===== src/rtl/dbell_pkg.sv =====
package dbell_pkg;

    localparam int ADDR_W  = 12;
    localparam int DATA_W  = 32;
    localparam int WIN_LSB = 5;                 // 32-byte channel windows
    localparam int CHIDX_W = ADDR_W - WIN_LSB;

    localparam logic [WIN_LSB-1:0] OFS_STAT = 5'h00;
    localparam logic [WIN_LSB-1:0] OFS_CLR  = 5'h08;
    localparam logic [WIN_LSB-1:0] OFS_SET  = 5'h0C;

    localparam logic [ADDR_W-1:0] ADR_CAP  = 12'hF80;
    localparam logic [ADDR_W-1:0] ADR_WREQ = 12'hF88;
    localparam logic [ADDR_W-1:0] ADR_WRDY = 12'hF8C;

    typedef enum logic [2:0] {
        K_NONE, K_STAT, K_SET, K_CLR, K_CAP, K_WREQ, K_WRDY
    } kind_e;

    typedef struct packed {
        kind_e              kind;
        logic [CHIDX_W-1:0] ch;
    } dec_t;

    // Address decode for one frame; the sender flag selects the view.
    function automatic dec_t decode(input logic [ADDR_W-1:0] a,
                                    input logic              sender,
                                    input int unsigned       nch);
        dec_t d;
        d.kind = K_NONE;
        d.ch   = a[ADDR_W-1:WIN_LSB];
        if (sender && a == ADR_CAP)       d.kind = K_CAP;
        else if (sender && a == ADR_WREQ) d.kind = K_WREQ;
        else if (sender && a == ADR_WRDY) d.kind = K_WRDY;
        else if (32'(d.ch) < nch) begin
            if (a[WIN_LSB-1:0] == OFS_STAT)               d.kind = K_STAT;
            else if (sender && a[WIN_LSB-1:0] == OFS_SET)  d.kind = K_SET;
            else if (!sender && a[WIN_LSB-1:0] == OFS_CLR) d.kind = K_CLR;
        end
        return d;
    endfunction

endpackage


===== src/rtl/dbell_decode.sv =====
module dbell_decode
    import dbell_pkg::*;
#(
    parameter bit SENDER = 1'b1,
    parameter int NUM_CH = 2
) (
    input  logic              psel,
    input  logic              penable,
    input  logic              pwrite,
    input  logic [ADDR_W-1:0] paddr,
    output dec_t              dec,
    output logic              wr_en
);
    always_comb begin
        dec   = decode(paddr, SENDER, NUM_CH);
        wr_en = psel && penable && pwrite;
    end
endmodule


===== src/rtl/dbell_chan.sv =====
module dbell_chan
    import dbell_pkg::*;
(
    input  logic              clk,
    input  logic              rst,
    input  logic              set_en,
    input  logic [DATA_W-1:0] set_bits,
    input  logic              clr_en,
    input  logic [DATA_W-1:0] clr_bits,
    output logic [DATA_W-1:0] stat,
    output logic              irq
);
    logic [DATA_W-1:0] stat_q;
    logic [DATA_W-1:0] set_mask;
    logic [DATA_W-1:0] clr_mask;

    always_comb begin
        set_mask = set_en ? set_bits : '0;
        clr_mask = clr_en ? clr_bits : '0;
    end

    // Clear acts on the old word; the set is applied on top of it.
    always_ff @(posedge clk) begin
        if (rst) stat_q <= '0;
        else     stat_q <= (stat_q & ~clr_mask) | set_mask;
    end

    assign stat = stat_q;
    assign irq  = |stat_q;
endmodule


===== src/rtl/dbell_wake.sv =====
module dbell_wake (
    input  logic clk,
    input  logic rst,
    input  logic wr_en,
    input  logic wr_bit,
    input  logic awake,
    output logic req,
    output logic rdy
);
    logic req_q;

    always_ff @(posedge clk) begin
        if (rst)        req_q <= 1'b0;
        else if (wr_en) req_q <= wr_bit;
    end

    assign req = req_q;
    assign rdy = req_q && awake;
endmodule


===== src/rtl/dbell_mbox.sv =====
module dbell_mbox
    import dbell_pkg::*;
#(
    parameter int NUM_CH = 2
) (
    input  logic              clk,
    input  logic              rst,
    input  logic              s_psel,
    input  logic              s_penable,
    input  logic              s_pwrite,
    input  logic [11:0]       s_paddr,
    input  logic [31:0]       s_pwdata,
    output logic [31:0]       s_prdata,
    input  logic              r_psel,
    input  logic              r_penable,
    input  logic              r_pwrite,
    input  logic [11:0]       r_paddr,
    input  logic [31:0]       r_pwdata,
    output logic [31:0]       r_prdata,
    input  logic              rcv_awake,
    output logic              wake_req,
    output logic [NUM_CH-1:0] rcv_irq
);
    localparam int MAX_CH = 32'(ADR_CAP) >> WIN_LSB;

    initial begin
        if (NUM_CH < 1 || NUM_CH > MAX_CH)
            $error("NUM_CH out of range");
    end

    dec_t s_dec, r_dec;
    logic s_wr, r_wr;
    logic wrdy;
    logic [DATA_W-1:0]        stat [NUM_CH];
    logic [NUM_CH*DATA_W-1:0] stat_flat;
    logic [DATA_W-1:0]        s_stat_sel, r_stat_sel;

    dbell_decode #(.SENDER(1'b1), .NUM_CH(NUM_CH)) s_dec_i (
        .psel(s_psel), .penable(s_penable), .pwrite(s_pwrite),
        .paddr(s_paddr), .dec(s_dec), .wr_en(s_wr)
    );

    dbell_decode #(.SENDER(1'b0), .NUM_CH(NUM_CH)) r_dec_i (
        .psel(r_psel), .penable(r_penable), .pwrite(r_pwrite),
        .paddr(r_paddr), .dec(r_dec), .wr_en(r_wr)
    );

    for (genvar i = 0; i < NUM_CH; i++) begin : g_ch
        logic set_hit, clr_hit;
        assign set_hit = s_wr && s_dec.kind == K_SET && s_dec.ch == CHIDX_W'(i);
        assign clr_hit = r_wr && r_dec.kind == K_CLR && r_dec.ch == CHIDX_W'(i);

        dbell_chan chan_i (
            .clk(clk), .rst(rst),
            .set_en(set_hit), .set_bits(s_pwdata),
            .clr_en(clr_hit), .clr_bits(r_pwdata),
            .stat(stat[i]), .irq(rcv_irq[i])
        );
        assign stat_flat[i*DATA_W +: DATA_W] = stat[i];
    end

    dbell_wake wake_i (
        .clk(clk), .rst(rst),
        .wr_en(s_wr && s_dec.kind == K_WREQ),
        .wr_bit(s_pwdata[0]),
        .awake(rcv_awake),
        .req(wake_req), .rdy(wrdy)
    );

    always_comb begin
        s_stat_sel = '0;
        r_stat_sel = '0;
        for (int i = 0; i < NUM_CH; i++) begin
            if (s_dec.ch == CHIDX_W'(i)) s_stat_sel = stat[i];
            if (r_dec.ch == CHIDX_W'(i)) r_stat_sel = stat[i];
        end
    end

    always_comb begin
        s_prdata = '0;
        if (s_psel) begin
            unique case (s_dec.kind)
                K_STAT:  s_prdata = s_stat_sel;
                K_CAP:   s_prdata = DATA_W'(NUM_CH);
                K_WREQ:  s_prdata = {{(DATA_W-1){1'b0}}, wake_req};
                K_WRDY:  s_prdata = {{(DATA_W-1){1'b0}}, wrdy};
                default: s_prdata = '0;
            endcase
        end
    end

    always_comb begin
        r_prdata = '0;
        if (r_psel && r_dec.kind == K_STAT) r_prdata = r_stat_sel;
    end
endmodule


===== config.mk =====
export PLATFORM = sky130hd
export DESIGN_NAME = dbell_mbox
export DESIGN_NICKNAME = d
export VERILOG_FILES = /design/src/rtl/dbell_pkg.sv /design/src/rtl/dbell_decode.sv /design/src/rtl/dbell_chan.sv /design/src/rtl/dbell_wake.sv /design/src/rtl/dbell_mbox.sv
export SDC_FILE = /design/constraint.sdc
export NUM_CORES = 1
export LEC_CHECK = 0
export BUFFER_PORTS_ARGS = -buffer_cell sky130_fd_sc_hd__buf_2
export CORE_AREA = 2 2 93 95
export CTS_CLUSTER_SIZE = 40
export DETAILED_ROUTE_END_ITERATION = 7
export DIE_AREA = 0 0 95 97
export GPL_ROUTABILITY_DRIVEN = 0
export MAX_ROUTING_LAYER = met4
export PLACE_DENSITY = 0.81
export SLEW_MARGIN = 0
export SYNTH_ARGS = -nofsm -noshare
export SYNTH_HDL_FRONTEND = slang
export SYNTH_SLANG_ARGS = --single-unit

===== constraint.sdc =====
create_clock -name clk -period 4.35 [get_ports clk]
set_clock_uncertainty 0.2 [all_clocks]
set_input_delay 0.435 -clock clk [delete_from_list [all_inputs] [get_ports clk]]
set_output_delay 0.435 -clock clk [all_outputs]
set_load 0.005 [all_outputs]

== Word level (Yosys, flattened, before mapping) ==
Index checks and enable logic that the tools add are counted.
Word-level totals
  bits in registers: 65
  input bits: 97
  output and inout bits: 67
  logic and storage cells: 64
Cells by class
  magnitude comparators: 2
  equal/unequal tests: 14
  mux-type cells: 20
  bitwise operators: 6
  reductions and logical operators: 19
Operators with widths (number)
  $mux W32: 10
  $pmux W32 S4: 1
  $and A32 B32 Y32: 2
  $not A32 Y32: 2
  $or A32 B32 Y32: 2
  $reduce_or A32 Y1: 2
  $eq A12 B12 Y1 const B: 3
  $mux W3: 7
  $eq A7 B1 Y1 const B: 2
  $logic_not A7 Y1: 2
  $lt A7 B2 Y1 const B: 2
  $logic_and A1 B1 Y1: 13
  $eq A5 B4 Y1 const B: 2
  $logic_not A5 Y1: 2
  $eq A3 B3 Y1 const B: 3
  $eq A3 B1 Y1 const B: 2
  $eq A3 B2 Y1 const B: 2
  $mux W2: 2

== Logic depth before layout (Yosys ltp) ==
  depth after elaboration: 12
  depth in mapped cells: 6
  gate-level depth less buffers: 4

== Cells and area by module ==
Synthesis repeated with hierarchy kept, for this count alone.
Second synthesis, totals
  cell total of the unflattened synthesis: 503
  area, all modules: 4046.4 µm²
By module, submodules not included
  dbell_chan: times used 2, cells an instance 148, area an instance 1237.4 µm², sequential area each 640.6 µm²
  dbell_mbox: times used 1, cells an instance 165, area an instance 1226.2 µm², sequential area each 0.0 µm²
  dbell_decode (s_dec_i): times used 1, cells an instance 22, area an instance 178.9 µm², sequential area each 0.0 µm²
  dbell_decode (r_dec_i): times used 1, cells an instance 16, area an instance 126.4 µm², sequential area each 0.0 µm²
  dbell_wake: times used 1, cells an instance 4, area an instance 40.0 µm², sequential area each 20.0 µm²

== Worst setup path before layout ==
Ideal clock, no wire load.
  path kind: input port to output port
  start: input port r_paddr[1]
  end: output port r_prdata[11]
  arrival: 1.916 ns
  data required time: 3.715 ns
  slack: 1.799 ns
  cell stages on the path: 5
  path buffers: 2
  cell sequence: or4b_4 > or4_4 > buf_6 > buf_8 > nor2_1
On the way
  cells in the longest elaborated chain, start to end: 7
  elaborated cells on any way between the ends: 8
  classes of those cells: eq/ne: 2; mux: 4; reduce/logical: 2
RTL lines
  start: declaration: RTL line dbell_mbox.sv:17  | input logic [11:0] r_paddr,
  $eq A5 B4 Y1: RTL line dbell_pkg.sv:38  | else if (!sender && a[WIN_LSB-1:0] == OFS_CLR) d.kind = K_CLR;
  $mux W2: RTL line dbell_pkg.sv:38
  $mux W3 *: RTL line dbell_pkg.sv:36  | if (a[WIN_LSB-1:0] == OFS_STAT) d.kind = K_STAT;
  $mux W3 *: RTL line dbell_pkg.sv:35  | else if (32'(d.ch) < nch) begin
  $eq A3 B1 Y1 *: RTL line dbell_mbox.sv:94  | if (r_psel && r_dec.kind == K_STAT) r_prdata = r_stat_sel;
  $logic_and A1 B1 Y1 *: RTL line dbell_mbox.sv:94
  $mux W32 *: RTL line dbell_mbox.sv:94
  end: declaration: RTL line dbell_mbox.sv:19  | output logic [31:0] r_prdata,
Every way passes the cells marked *; elsewhere a longest branch is shown, timed or not.

== Final worst setup path ==
  start: input port s_paddr[5]
  end: output port s_prdata[1]
On the way
  cells in the longest elaborated chain, start to end: 8
  elaborated cells on any way between the ends: 18
  classes of those cells: order compare: 1; eq/ne: 8; mux: 8; reduce/logical: 1
RTL lines
  start: declaration: RTL line dbell_mbox.sv:11  | input logic [11:0] s_paddr,
  $lt A7 B2 Y1: RTL line dbell_pkg.sv:35
  $mux W3: RTL line dbell_pkg.sv:35
  $mux W3: RTL line dbell_pkg.sv:34  | else if (sender && a == ADR_WRDY) d.kind = K_WRDY;
  $mux W3: RTL line dbell_pkg.sv:33  | else if (sender && a == ADR_WREQ) d.kind = K_WREQ;
  $mux W3: RTL line dbell_pkg.sv:32  | if (sender && a == ADR_CAP) d.kind = K_CAP;
  $eq A3 B3 Y1 or $eq A3 B1 Y1 (tied branches): RTL line dbell_mbox.sv:82  | unique case (s_dec.kind)
  $pmux W32 S4 *: RTL line dbell_mbox.sv:82
  $mux W32 *: RTL line dbell_mbox.sv:81  | if (s_psel) begin
  end: declaration: RTL line dbell_mbox.sv:13  | output logic [31:0] s_prdata,
Marks and branches as above.

==> results by group <==
Power and ir drop
  • Worst vdd ir: 0.139 mV
  • Static Leak: 2.81 nW
  • Cell Pwr Density: 227 mW/mm^2

Placement
  • Placed Area: 0.00481 sq mm
  • Port bufs: 163
  • Dpl ws: 1.11 ns
  • Post-DP HPWL: 8910 um

Synth
  • Share of the synthesized area in the top cell type: 0.325
  • Synth cell types: 35
  • Yosys reg bits: 65
  • Mapped cell area: 0.00400 sq mm
  • Post-Synthesis Cells: 474
  • Syn Nets: 571
  • Top cell type by total area after synthesis: dfxtp_1
  • Synth area leaders: dfxtp_1, mux2i_1, a21o_1
  • Sequential area share after synthesis: 0.325
  • Syn avg cell area: 8.44 sq um
  • Synth Warn #: 0

Clocking
  • H-tree depth: 3
  • Hold buffers post-CTS: 0
  • CTS tree: built
  • Clk slew on worst S/H paths: 0.06 ns
  • CTS Buf Count: 9
  • Clock sink count: 65
  • Clock Root Buffer: clkbuf_8
  • # Post-CTS Setup Buffers: 0
  • Later-pin clock latency in the skew report: 0.32 ns
  • Longest Clk Path Bufs: 2
  • Cts repair resizes: 0

Routing
  • Starting DRC count in detailed routing: 194
  • DRC: 0
  • Routed vias/inst: 5.70
  • Wire per inst: 16.9 um
  • Post-route ant nets: 0
  • Vias: 4147
  • TritonRoute pass-1 iters: 5
  • Total wire length: 12300 um

Floorplan
  • Die area: 0.00922 sq mm
  • Top Ports: 164
  • Row Count: 33
  • Chip height: 97 um
  • Initial Util: 0.492
  • Die X-Extent: 95 um
  • Core ar.: 0.00813 sq mm

STA
  • Worst Max-Slew Pin Slew: 1.11 ns
  • Slew HR: 0.261
  • Final setup vio count: 0
  • Final Hold Fails: 0
  • Max-slew violation count: 0
  • Post-route clock period utilization: 0.680
  • Fin Setup TNS: 0 ns
  • RSZ-0062 raised after global routing: false
  • Slack of the critical path: 1.39 ns
  • Post-route minimum period: 2.96 ns
  • Fmax: 338 MHz

GRT
  • Grt ovf: 0
  • Largest net degree at the start of global routing: 68
  • Gr usage total: 0.270
  • First-pass GRT wire length: 19400 um
  • Initial antenna violation count: 0
  • Vias in the first global route: 4145

Worst setup path
  • Flop2flop setup slack: 3.37 ns
  • Worst Setup SP: s_paddr[5]
  • Cells on worst reg2reg path: 3
  • Worst-path fanout max: 35
  • Critical R2R Launch: g_ch[1].chan_i.stat[22]
  • CP Class: in2out
  • Reg-to-reg endpoint: g_ch[1].chan_i.stat[22]
  • Worst Path Arrival: 2.32 ns
  • Worst setup SP type: input port
  • Worst endpoint required time: 3.71 ns
  • Worst Setup End Kind: primary output
  • Setup crit end: s_prdata[1]

Worst hold path
  • Hold wc startpoint: s_pwdata[27]
  • Hold Path Depth: 2
  • Hold Crit Class: in2reg

Cells and area
  • Most frequent cells in the layout: buf_2, nand2b_1, dfxtp_1
  • Share of cells above drive strength 1: 0.312
  • Final Instance Area: 0.00496 sq mm
  • Area Overhead vs Synth: 24.0%
  • # diodes: 0
  • Filler cells: 715
  • Most common cell after layout, fill and taps aside: buf_2
  • Final core occ: 0.610
  • Sequential cell area: 0.00130 sq mm
  • Multi-input gate area: 0.00252 sq mm
  • Nets: 714

Flow run
  • Max-Cap Viols: 0

Outcome
  • Status: finished clean
==> synth_stat cells <==
master     instances
nor4_2             2
nand3_1            2
or4b_4             1
buf_1              4
o211ai_1           1
nor2_2             6
nand2_1            1
nor4bb_1           1
or4_4              2
nor4_1            18
nor2_1            57
nor4_4             2
o21bai_1           1
mux2i_1           63
o2111ai_1          1
buf_4              2
clkbuf_1          14
nor3b_1            1
nand2b_1          67
buf_8              1
mux2_2             2
a221oi_1           1
inv_1              2
nand4_1            6
buf_6              3
or3_1              2
and4_1             1
a2111oi_0          1
buf_2             12
or2_2              2
a21o_1            64
nor4b_1            1
dfxtp_1           65
nand4b_1           1
a21oi_1           64
==> layer usage <==
metal / track usage / wire length, um / up-vias
li1: - / - / 1965
met3: 0.0382 / 708 / 28
met4: 0.0959 / 265 / 0
met5: - / 0 / -
met2: 0.453 / 6050 / 201
met1: 0.327 / 5270 / 1953
==> where the power goes <==
part	switching [mW]	internal, mW	leakage, nW	total (mW)
Clock	0.209	0.209	0.0730	0.419
Combinational	0.0575	0.0567	2.21	0.114
Sequential	0.0000194	0.595	0.523	0.595
==> sequential cells by signal (all words and copies together) (netlist names) <==
name              cells
wake_i.req            1
g_ch.chan_i.stat     64
==> area by class of cell <==
cell class | instances | area share
Tap cell | 105 | 0.0265
Multi-Input combinational cell | 371 | 0.508
Inverter | 2 | 0.00151
Sequential cell | 65 | 0.262
Timing Repair Buffer | 168 | 0.172
Clock buffer | 16 | 0.0302
==> worst max-delay path, cell delays in order <==
cell,delay (ns)
buf_2,0.44
nor4bb_1,0.42
and4_1,0.31
o211ai_1,0.15
a2111oi_0,0.37
buf_2,0.18
==> kinds of logic after synthesis <==
family | synth area share
multiplexers | 0.163
flip-flops | 0.325
AND/OR/NAND/NOR | 0.252
buffers and inverters | 0.0497
AO/OA/AOI/OAI | 0.210
==> metrics by stage <==
step                total power [mW]  instances  hold slack, ns
finish                          1.13        727           0.122
global route                    1.17        727           0.109
CTS                             1.13        727           0.110
detailed placement             0.720        711           0.297
global placement               0.718        711           0.292
floorplan                      0.655        474           0.278
==> worst min path at each step <==
stage	to
after floorplan	wake_i.req
after global placement	wake_i.req
after detailed placement	wake_i.req
after CTS	g_ch[1].chan_i.stat[20]
after global routing	g_ch[1].chan_i.stat[9]
final	g_ch[1].chan_i.stat[27]
No activity file was read; power rests on OpenSTA's default activity.
